$ cat src/rtl/gsearch_pkg.sv
// Shared types for the greedy approximation search sequencer.
package gsearch_pkg;
    // Sequencer control states.
    typedef enum logic [2:0] {
        ST_IDLE,
        ST_CLEAR,
        ST_CSET,
        ST_FSCAN,
        ST_FSET,
        ST_LAUNCH,
        ST_WAIT,
        ST_DONE
    } seq_state_e;
endpackage

$ cat src/rtl/prob_store.sv
// Probability table: one write port, two combinational read ports.
// Assumes: at most one write per cycle; reset clears every entry.
module prob_store #(
    parameter int N_CAND = 64,
    parameter int PW     = 8,
    localparam int IW    = (N_CAND > 1) ? $clog2(N_CAND) : 1
) (
    input  logic          clk,
    input  logic          rst_n,
    input  logic          we,
    input  logic [IW-1:0] waddr,
    input  logic [PW-1:0] wdata,
    input  logic [IW-1:0] raddr_a,
    output logic [PW-1:0] rdata_a,
    input  logic [IW-1:0] raddr_b,
    output logic [PW-1:0] rdata_b
);
    logic [PW-1:0] mem [N_CAND];

    // Clear on reset, otherwise take the single write.
    always_ff @(posedge clk) begin
        if (!rst_n) begin
            for (int i = 0; i < N_CAND; i++) mem[i] <= '0;
        end else if (we) begin
            mem[waddr] <= wdata;
        end
    end

    // Both read ports are combinational.
    assign rdata_a = mem[raddr_a];
    assign rdata_b = mem[raddr_b];
endmodule

$ cat src/rtl/active_set.sv
// Tracks which candidates are still in the refinement search.
// Assumes: set and clear never target an entry in the same cycle.
module active_set #(
    parameter int N_CAND = 64,
    localparam int IW    = (N_CAND > 1) ? $clog2(N_CAND) : 1
) (
    input  logic          clk,
    input  logic          rst_n,
    input  logic          clr_all,
    input  logic          set_en,
    input  logic          clr_en,
    input  logic [IW-1:0] idx,
    output logic          is_active,
    output logic          any_active
);
    logic [N_CAND-1:0] bits_q;

    // Maintain one membership bit per candidate.
    always_ff @(posedge clk) begin
        if (!rst_n || clr_all) begin
            bits_q <= '0;
        end else if (set_en) begin
            bits_q[idx] <= 1'b1;
        end else if (clr_en) begin
            bits_q[idx] <= 1'b0;
        end
    end

    assign is_active  = bits_q[idx];
    assign any_active = |bits_q;

    AST_SET_CLR_EXCL: assert property (@(posedge clk) disable iff (!rst_n) !(set_en && clr_en));
endmodule

$ cat src/rtl/raise_unit.sv
// Computes one refinement step, clamped to one half.
// Assumes: step is nonzero and cur is below one half.
module raise_unit #(
    parameter int PW = 8
) (
    input  logic [PW-1:0] cur,
    input  logic [PW-1:0] step,
    output logic [PW-1:0] next
);
    localparam logic [PW:0] HALF_W = (PW+1)'(1) << (PW-1);
    logic [PW:0] sum;

    // Add with one guard bit, then saturate at one half.
    always_comb begin
        sum  = {1'b0, cur} + {1'b0, step};
        next = (sum >= HALF_W) ? HALF_W[PW-1:0] : sum[PW-1:0];
    end
endmodule

$ cat src/rtl/approx_search_seq.sv
// Two-phase greedy search over a candidate probability table.
// Assumes: the monitor answers every meas_start with exactly one meas_done pulse.
module approx_search_seq import gsearch_pkg::*; #(
    parameter int N_CAND = 64,
    parameter int PW     = 8,
    localparam int IW    = (N_CAND > 1) ? $clog2(N_CAND) : 1
) (
    input  logic          clk,
    input  logic          rst_n,
    input  logic          start,
    input  logic [IW:0]   num_cand,
    input  logic [PW-1:0] delta,
    output logic          wr_en,
    output logic [IW-1:0] wr_idx,
    output logic [PW-1:0] wr_prob,
    output logic          meas_start,
    input  logic          meas_done,
    input  logic          violation,
    output logic          done,
    input  logic [IW-1:0] rd_idx,
    output logic [PW-1:0] rd_prob
);
    localparam logic [PW-1:0] HALF  = {1'b1, {(PW-1){1'b0}}};
    localparam logic [IW:0]   N_W   = (IW+1)'(N_CAND);
    localparam logic [IW-1:0] LASTI = IW'(N_CAND - 1);

    seq_state_e    state_q;
    logic [IW-1:0] idx_q;
    logic [IW:0]   cnt_q;
    logic [PW-1:0] step_q, prev_q;
    logic          fine_q;

    logic [PW-1:0] cur_prob, raised;
    logic          is_active, any_active;
    logic          accept_start, last_cand, verdict, set_en, clr_en;
    logic [IW-1:0] next_idx;

    prob_store #(.N_CAND(N_CAND), .PW(PW)) u_store (
        .clk(clk), .rst_n(rst_n),
        .we(wr_en), .waddr(wr_idx), .wdata(wr_prob),
        .raddr_a(idx_q), .rdata_a(cur_prob),
        .raddr_b(rd_idx), .rdata_b(rd_prob)
    );

    active_set #(.N_CAND(N_CAND)) u_active (
        .clk(clk), .rst_n(rst_n),
        .clr_all(accept_start), .set_en(set_en), .clr_en(clr_en),
        .idx(idx_q), .is_active(is_active), .any_active(any_active)
    );

    raise_unit #(.PW(PW)) u_raise (
        .cur(cur_prob), .step(step_q), .next(raised)
    );

    // Decode handshake and index helpers.
    always_comb begin
        accept_start = start && (state_q == ST_IDLE || state_q == ST_DONE);
        last_cand    = ({1'b0, idx_q} == (cnt_q - (IW+1)'(1)));
        next_idx     = last_cand ? '0 : idx_q + IW'(1);
        verdict      = (state_q == ST_WAIT) && meas_done;
        set_en       = verdict && violation && !fine_q;
        clr_en       = verdict && fine_q && (violation || cur_prob == HALF);
        meas_start   = (state_q == ST_LAUNCH);
        done         = (state_q == ST_DONE);
    end

    // Select the table write for the current state.
    always_comb begin
        wr_en   = 1'b0;
        wr_idx  = idx_q;
        wr_prob = '0;
        case (state_q)
            ST_CLEAR: wr_en = 1'b1;
            ST_CSET: begin
                wr_en   = 1'b1;
                wr_prob = HALF;
            end
            ST_FSET: begin
                wr_en   = 1'b1;
                wr_prob = raised;
            end
            ST_WAIT: begin
                if (meas_done && violation) begin
                    wr_en   = 1'b1;
                    wr_prob = fine_q ? prev_q : '0;
                end
            end
            default: ;
        endcase
    end

    // Sequence the clear, pruning and refinement phases.
    always_ff @(posedge clk) begin
        if (!rst_n) begin
            state_q <= ST_IDLE;
            idx_q   <= '0;
            cnt_q   <= '0;
            step_q  <= '0;
            prev_q  <= '0;
            fine_q  <= 1'b0;
        end else begin
            case (state_q)
                ST_IDLE, ST_DONE: begin
                    if (start) begin
                        cnt_q   <= (num_cand > N_W) ? N_W : num_cand;
                        step_q  <= (delta == '0) ? PW'(1) : delta;
                        idx_q   <= '0;
                        fine_q  <= 1'b0;
                        state_q <= ST_CLEAR;
                    end
                end
                ST_CLEAR: begin
                    if (idx_q == LASTI) begin
                        idx_q   <= '0;
                        state_q <= (cnt_q == '0) ? ST_DONE : ST_CSET;
                    end else begin
                        idx_q <= idx_q + IW'(1);
                    end
                end
                ST_CSET:   state_q <= ST_LAUNCH;
                ST_FSET: begin
                    prev_q  <= cur_prob;
                    state_q <= ST_LAUNCH;
                end
                ST_LAUNCH: state_q <= ST_WAIT;
                ST_WAIT: begin
                    if (meas_done) begin
                        idx_q <= next_idx;
                        if (!fine_q && !last_cand) begin
                            state_q <= ST_CSET;
                        end else begin
                            fine_q  <= 1'b1;
                            state_q <= ST_FSCAN;
                        end
                    end
                end
                ST_FSCAN: begin
                    if (!any_active)    state_q <= ST_DONE;
                    else if (is_active) state_q <= ST_FSET;
                    else                idx_q   <= next_idx;
                end
                default: state_q <= ST_IDLE;
            endcase
        end
    end

    AST_WRITE_CAP: assert property (@(posedge clk) disable iff (!rst_n) wr_en |-> wr_prob <= HALF);
    AST_RAISE_UP: assert property (@(posedge clk) disable iff (!rst_n) (state_q == ST_FSET) |-> wr_prob > cur_prob);
    AST_PRUNED_UNTOUCHED: assert property (@(posedge clk) disable iff (!rst_n) (state_q == ST_FSET) |-> cur_prob != HALF);
    AST_ONE_WINDOW: assert property (@(posedge clk) disable iff (!rst_n) meas_start |=> (!meas_start && state_q == ST_WAIT));
    AST_DONE_EMPTY: assert property (@(posedge clk) disable iff (!rst_n) done |-> !any_active);
    AST_DONE_QUIET: assert property (@(posedge clk) disable iff (!rst_n) done |-> (!wr_en && !meas_start));
    AST_IDX_RANGE: assert property (@(posedge clk) disable iff (!rst_n) (state_q == ST_CSET || state_q == ST_FSET) |-> ({1'b0, idx_q} < cnt_q));
endmodule

$ cat config.mk
export PLATFORM = sky130hd
export DESIGN_NAME = approx_search_seq
export DESIGN_NICKNAME = d
export VERILOG_FILES = /design/src/rtl/gsearch_pkg.sv /design/src/rtl/prob_store.sv /design/src/rtl/active_set.sv /design/src/rtl/raise_unit.sv /design/src/rtl/approx_search_seq.sv
export SDC_FILE = /design/constraint.sdc
export NUM_CORES = 1
export LEC_CHECK = 0
export BUFFER_PORTS_ARGS = -buffer_cell sky130_fd_sc_hd__buf_2
export CORE_AREA = 5 5 434 222
export DETAILED_ROUTE_END_ITERATION = 8
export DIE_AREA = 0 0 439 227
export PLACE_DENSITY_LB_ADDON = 0.3
export SLEW_MARGIN = 25
export SYNTH_ARGS = -nofsm -noshare
export SYNTH_HDL_FRONTEND = slang
export SYNTH_HIERARCHICAL = 1
export SYNTH_SLANG_ARGS = --single-unit
$ cat constraint.sdc
create_clock -name clk -period 7.31 [get_ports clk]
set_clock_uncertainty 0.05 [all_clocks]
set_input_delay 0.3655 -clock clk [delete_from_list [all_inputs] [get_ports clk]]
set_output_delay 0.3655 -clock clk [all_outputs]
set_load 0.02 [all_outputs]
==> metrics, run 1 <==
CTS sink count 609; final net count 2,633; H-tree levels 2; combinational share of power 25.4%; Primary FF master, synth edfxtp_1; met1 WL 50,900 um; CTS tree yes; Top-Level Pins 51; post_cts resized 0; cell count after synthesis 2,615; Synthesized Nets 2,652; slowest stage delay, CP 0.81 ns; Worst Setup Start Kind flip-flop; CP delay by family, top compound AO/OA/AOI/OAI gates; crit-path max FO 76; cell taking the most area after synthesis edfxtp_1; cts hold-fix bufs 18; first-pass GRT wire length 167,000 um; Slew Limit Fails 0; sw frac 32.2%; period utilization 94.4%; Die ar. 99,700 um^2; Sequential Power Share 43.3%; pre-CTS setup slack 1.29 ns; Layout area overhead 10.2%; Routed Wire Length 116,000 um; die extent in y 227 um; simple-gate portion of the synthesized area 17.5%; critical path class flip-flop to output port; post-DR wirelength/cell 29.8 um; synth unique cells 93; power per cell area 255 nW/um^2; max_cap viols 0; Post-CTS Setup Bufs 0; clock group share of total power 31.2%; Worst-Margin Slew 1.11 ns; CTS max path bufs 3; Critical Path RT 6.89 ns; Buf/Inv on CP 3; uppermost layer routed met5; worst rel slew slack 25.3%; clock latency on the worst-skew pair 0.66 ns; Syn. warnings 6; Worst path slowest cell dfxtp_4; Highest Clock Rate 145 MHz; DR pass1 iterations 6; CTS buffer count 57; worst-path cell chain buf_12 > mux4_2 > mux2_2 > o21ai_0 > a211oi_1 > a21o_1 > ha_1 > inv_1 > fa_1 > nor2b_4 > o31a_1 > nor3_4 > a21oi_4 > nor3_2 > a22o_2 > buf_2; VDD IR max 0.180 mV; Placer Congestion 0.931; switching pwr 3.06 mW; Routed Antenna Nets 0; syn_area_per_cell 13.0 um^2; initial antenna violation count 7; Power Internal 6.46 mW; adder-cell share of the synthesized area 0.429%; DIE WIDTH 439 um; Detail Placement HPWL 80,400 um; Root Driver clkbuf_16; Synth top cells by count 517 x and2_1, 512 x edfxtp_1, 254 x mux4_2, 217 x nor2_1, 122 x clkbuf_1; Yosys reg bits 609; CTS clock-pin slew for the worst setup and hold paths 0.07 ns; core area 92,100 um^2; crit end category output port; cell area after synthesis 33,900 um^2; largest net degree at the start of global routing 89; Via Count 24,200; LEAKAGE 12.4 nW; final setup fails 0; layout cells sized above 1 21.3%; Post-synth EDFFs 512; endpoints failing hold 0; I/O Buffers 50; post-synthesis sequential area ratio 51.1%; Hold/Removal Path Class input port to flip-flop; Area contributors post-synth edfxtp_1 45%, mux4_2 17%, and2_1 9.5%; WL met3 19,100 um; total grt overflow 0; routed vias/inst 6.22; dominant cell by count in the synthesized netlist and2_1; hold path startpoint start; status completed; total track usage 22.9%; Synth Area in XOR/XNOR 0.233%; Synth Area in Compound Gates 6.26%; largest family of logic cells by synthesized area multiplexers; initial DRC count 3,569; Yosys top cell area share 45.4%; worst setup path startpoint wr_idx[1]; post-synthesis mux area share 21.1%; crit path DAT 6.48 ns; initial core utilization 36.8%; Final min period 6.90 ns; setup_tns 0 ns; async set-or-reset flop fraction in the synthesized netlist 0%; RSZ-0062 raised after global routing no; DRC violations left 0; metal2 WL 43,900 um; row count 79; final setup margin 0.413 ns; vias in the first global route 23,200; Reg-to-Reg Start wr_idx[1]
per-stage QoR:
step | total power, mW | std cells | hold slack [ns] | cell area [um^2] | util [%]
after global routing | 9.85 | 3897 | 0.238 | 37300 | 40.5
final | 9.52 | 3898 | 0.224 | 37300 | 40.5
after global placement | 6.52 | 3774 | 0.396 | 35300 | 38.3
after CTS | 9.51 | 3897 | 0.167 | 37300 | 40.5
after floorplan | 5.75 | 2615 | 0.386 | 33900 | -
after detailed placement | 6.55 | 3774 | 0.403 | 35300 | 38.3
final timing paths:
path / slack [ns] / depth (start not counted) / to
min: 0.22 / 4 / state_q[2]
max: 0.41 / 16 / wr_prob[3]
min reg2reg: 0.41 / 2 / prev_q[4]
max reg2reg: 1.07 / 17 / u_store/mem[9][3]
layer usage:
layer	vias up	global-route usage, %
met4	6	4.21
li1	9864	-
met1	12600	35.4
met3	158	10.0
met2	1663	29.3
met5	-	0
worst min-delay path: cells and delay by family:
family | cells | cell delay [ns]
AOI/OAI and AO/OA | 2 | 0.36
buffers and inverters | 1 | 0.10
and+or+nand+nor | 1 | 0.05
power by group through the flow:
stage                     registers (mW)  logic (mW)  clock network (mW)
after CTS                           4.12        2.37                3.02
final                               4.13        2.42                2.97
after global placement              4.19        2.33                   0
after detailed placement            4.20        2.36                   0
after floorplan                     4.05        1.70                   0
after global routing                4.15        2.53                3.16
cell type report:
cell class / instances / area, um^2
Fill cell: 8587 / 54800
Sequential cell: 609 / 17300
Multi-Input combinational cell: 1775 / 15500
Tap cell: 1255 / 1570
Clock buffer: 73 / 1490
Timing Repair Buffer: 141 / 1070
Clock inverter: 32 / 278
Inverter: 12 / 45.0
Antenna cell: 1 / 2.50
cells by family after synthesis:
group | Yosys count
AOI/OAI and AO/OA | 319
xor gates and xnor gates | 9
adders and majority gates | 11
buffers and inverters | 231
DFF | 609
muxes | 387
and+or+nand+nor | 1049
layout by cell type (no fill, tap or decap), drive strengths merged, types with 6 or more instances in the layout:
| master | count |
|---|---|
| a211oi | 23 |
| a21o | 10 |
| a21oi | 51 |
| a221oi | 9 |
| a22o | 17 |
| a22oi | 15 |
| a31oi | 11 |
| and2 | 517 |
| and3b | 6 |
| buf | 122 |
| clkbuf | 74 |
| clkinv | 23 |
| clkinvlp | 6 |
| dfxtp | 97 |
| dlygate4sd3 | 18 |
| edfxtp | 512 |
| ha | 10 |
| inv | 11 |
| mux2 | 27 |
| mux2i | 102 |
| mux4 | 258 |
| nand2 | 82 |
| nand2b | 18 |
| nand3 | 33 |
| nand3b | 28 |
| nand4 | 11 |
| nor2 | 225 |
| nor2b | 34 |
| nor3 | 23 |
| nor3b | 7 |
| nor4 | 21 |
| o21ai | 103 |
| o221ai | 16 |
| o22ai | 26 |
| or2 | 11 |
| or3 | 8 |
| or3b | 7 |
Note: power is estimated with default switching activity, not from simulation.
==> run 2: changes to the inputs <==
PLACE_DENSITY_LB_ADDON = 0.05   (was 0.3)
==> run 2 against run 1 <==
Routed wire length up 8.7%. Sequential cell count did not move. Critical path type unchanged. Die area unchanged. Core utilization grew 0.70 points. Worst setup slack better by 0.11 ns. Sequential share of layout area down 0.78 points. Global-route usage rose by 2.2 points. Critical endpoint is now wr_prob[7]. Final area rose by 1.7%.
==> metrics, run 2 (synthesis gave the netlist of run 1 again) <==
clock latency on the worst-skew pair 0.67 ns (was 0.66 ns); setup_tns 0 ns (unchanged); RSZ-0062 raised after global routing no (unchanged); initial antenna violation count 8 (was 7); Critical Path RT 6.89 ns (about the same); Placer Congestion 0.885 (was 0.931); DIE WIDTH 439 um (unchanged); vias in the first global route 22,400 (was 23,200); post_cts resized 0 (unchanged); Via Count 23,600 (was 24,200); Worst Setup Start Kind flip-flop (unchanged); Root Driver clkbuf_16 (unchanged); initial DRC count 3,036 (was 3,569); CTS clock-pin slew for the worst setup and hold paths 0.07 ns (about the same); Routed Wire Length 126,000 um (was 116,000 um); CTS buffer count 61 (was 57); I/O Buffers 50 (unchanged); commonest non-fill, non-tap cell in the layout and2_1 (unchanged); power per cell area 272 nW/um^2 (was 255 nW/um^2); crit end category output port (unchanged); final core utilization 41.2% (was 40.5%); post-DR wirelength/cell 32.1 um (was 29.8 um); LEAKAGE 12.7 nW (was 12.4 nW); layout cells sized above 1 22.3% (was 21.3%); max_cap viols 0 (unchanged); DRC violations left 0 (unchanged); die extent in y 227 um (unchanged); Final min period 6.79 ns (was 6.90 ns); H-tree levels 2 (unchanged); final net count 2,652 (was 2,633); worst rel slew slack 24.6% (was 25.3%); Die ar. 99,700 um^2 (unchanged); Highest Clock Rate 147 MHz (was 145 MHz); largest net degree at the start of global routing 77 (was 89); endpoints failing hold 0 (unchanged); most frequent cells in the layout 517 x and2_1, 512 x edfxtp_1, 254 x mux4_2 (unchanged); crit path DAT 6.37 ns (was 6.48 ns); first-pass GRT wire length 177,000 um (was 167,000 um); total track usage 25.1% (was 22.9%); Top-Level Pins 51 (unchanged); final setup fails 0 (unchanged); core area 92,100 um^2 (unchanged); CTS sink count 609 (unchanged); DR pass1 iterations 5 (was 6); VDD IR max 0.191 mV (was 0.180 mV); Slew Limit Fails 0 (unchanged); period utilization 92.9% (was 94.4%); CTS tree yes (unchanged); Routed Antenna Nets 0 (unchanged); routed vias/inst 6.00 (was 6.22); initial core utilization 36.8% (unchanged); Hold/Removal Path Class input port to flip-flop (unchanged); total grt overflow 0 (unchanged); Post-CTS Setup Bufs 0 (unchanged); CTS max path bufs 3 (unchanged); Detail Placement HPWL 88,100 um (was 80,400 um); worst r2r path cells 14 (was 17); critical path class flip-flop to output port (unchanged); status completed (unchanged); Layout area overhead 12.0% (was 10.2%); crit-path max FO 22 (was 76); Worst-Margin Slew 1.13 ns (was 1.11 ns); cts hold-fix bufs 20 (was 18); hold path cells 5 (was 4); row count 79 (unchanged)
==> run 2: changes by cell type in the layout (fill, tap and decap cells not counted), sizes merged <==
| cell | previous run | this run |
|---|---|---|
| clkbuf | 74 | 67 |
| dlygate4sd3 | 18 | 20 |
| inv | 11 | 12 |
| bufinv | 4 | 17 |
| clkinvlp | 6 | 4 |
| clkinv | 23 | 29 |
| buf | 122 | 135 |
==> run 2: metal layers <==
metal	GRT usage, %	part of all wire (%)
met3	11.1	13
met1	40.4	49
met4	4.32	1.6
met5	0	0
met2	30.2	36
==> run 2: final cells by class <==
class                      instances  area (um^2)
inverter                          12         45.0
clock buffer                      66         1590
multi-input combinational       1775        15500
clock inverter                    50          686
fill                            8550        54200
timing repair buffer             156         1200
tap                             1255         1570
sequential                       609        17300
antenna                            1         2.50
==> run 2: worst max-delay path, stage by stage, from the launching register on <==
cell and delay (ns):
dfxtp_2 0.76, nor2b_1 0.85, nand2b_1 0.39, o221ai_1 0.77, a31oi_1 0.09, a22o_1 0.38
ha_1 0.42, o21ai_1 0.26, nor2_2 0.11, o21a_1 0.22, a21oi_4 0.26, a21oi_1 0.15
o21ai_4 0.69, buf_2 0.31
==> run 2: power by group <==
part / leakage [nW] / internal (mW) / switching [mW]
Clock: 1.10 / 2.17 / 1.49
Sequential: 5.99 / 3.92 / 0.219
Combinational: 5.64 / 0.974 / 1.57
==> run 2: stage by stage <==
step                      hold slack [ns]  cells  total power, mW  setup slack [ns]  instance area [um^2]
after global routing                0.193   3923             10.7             0.379                 37900
after CTS                           0.134   3923             10.4             0.656                 37900
after floorplan                     0.386   2615             5.75              2.38                 33900
final                               0.183   3924             10.3             0.520                 38000
after global placement              0.394   3787             6.69              1.43                 35400
after detailed placement            0.401   3787             6.70              1.37                 35400
==> run 2: worst paths after layout <==
check | start | endpoint | slack [ns]
setup / recovery | wr_idx[3] | wr_prob[7] | 0.52
hold / removal | start | cnt_q[3] | 0.18
setup reg to reg | wr_idx[3] | u_store/mem[3][7] | 1.12
hold reg to reg | prev_q[1] | prev_q[1] | 0.41
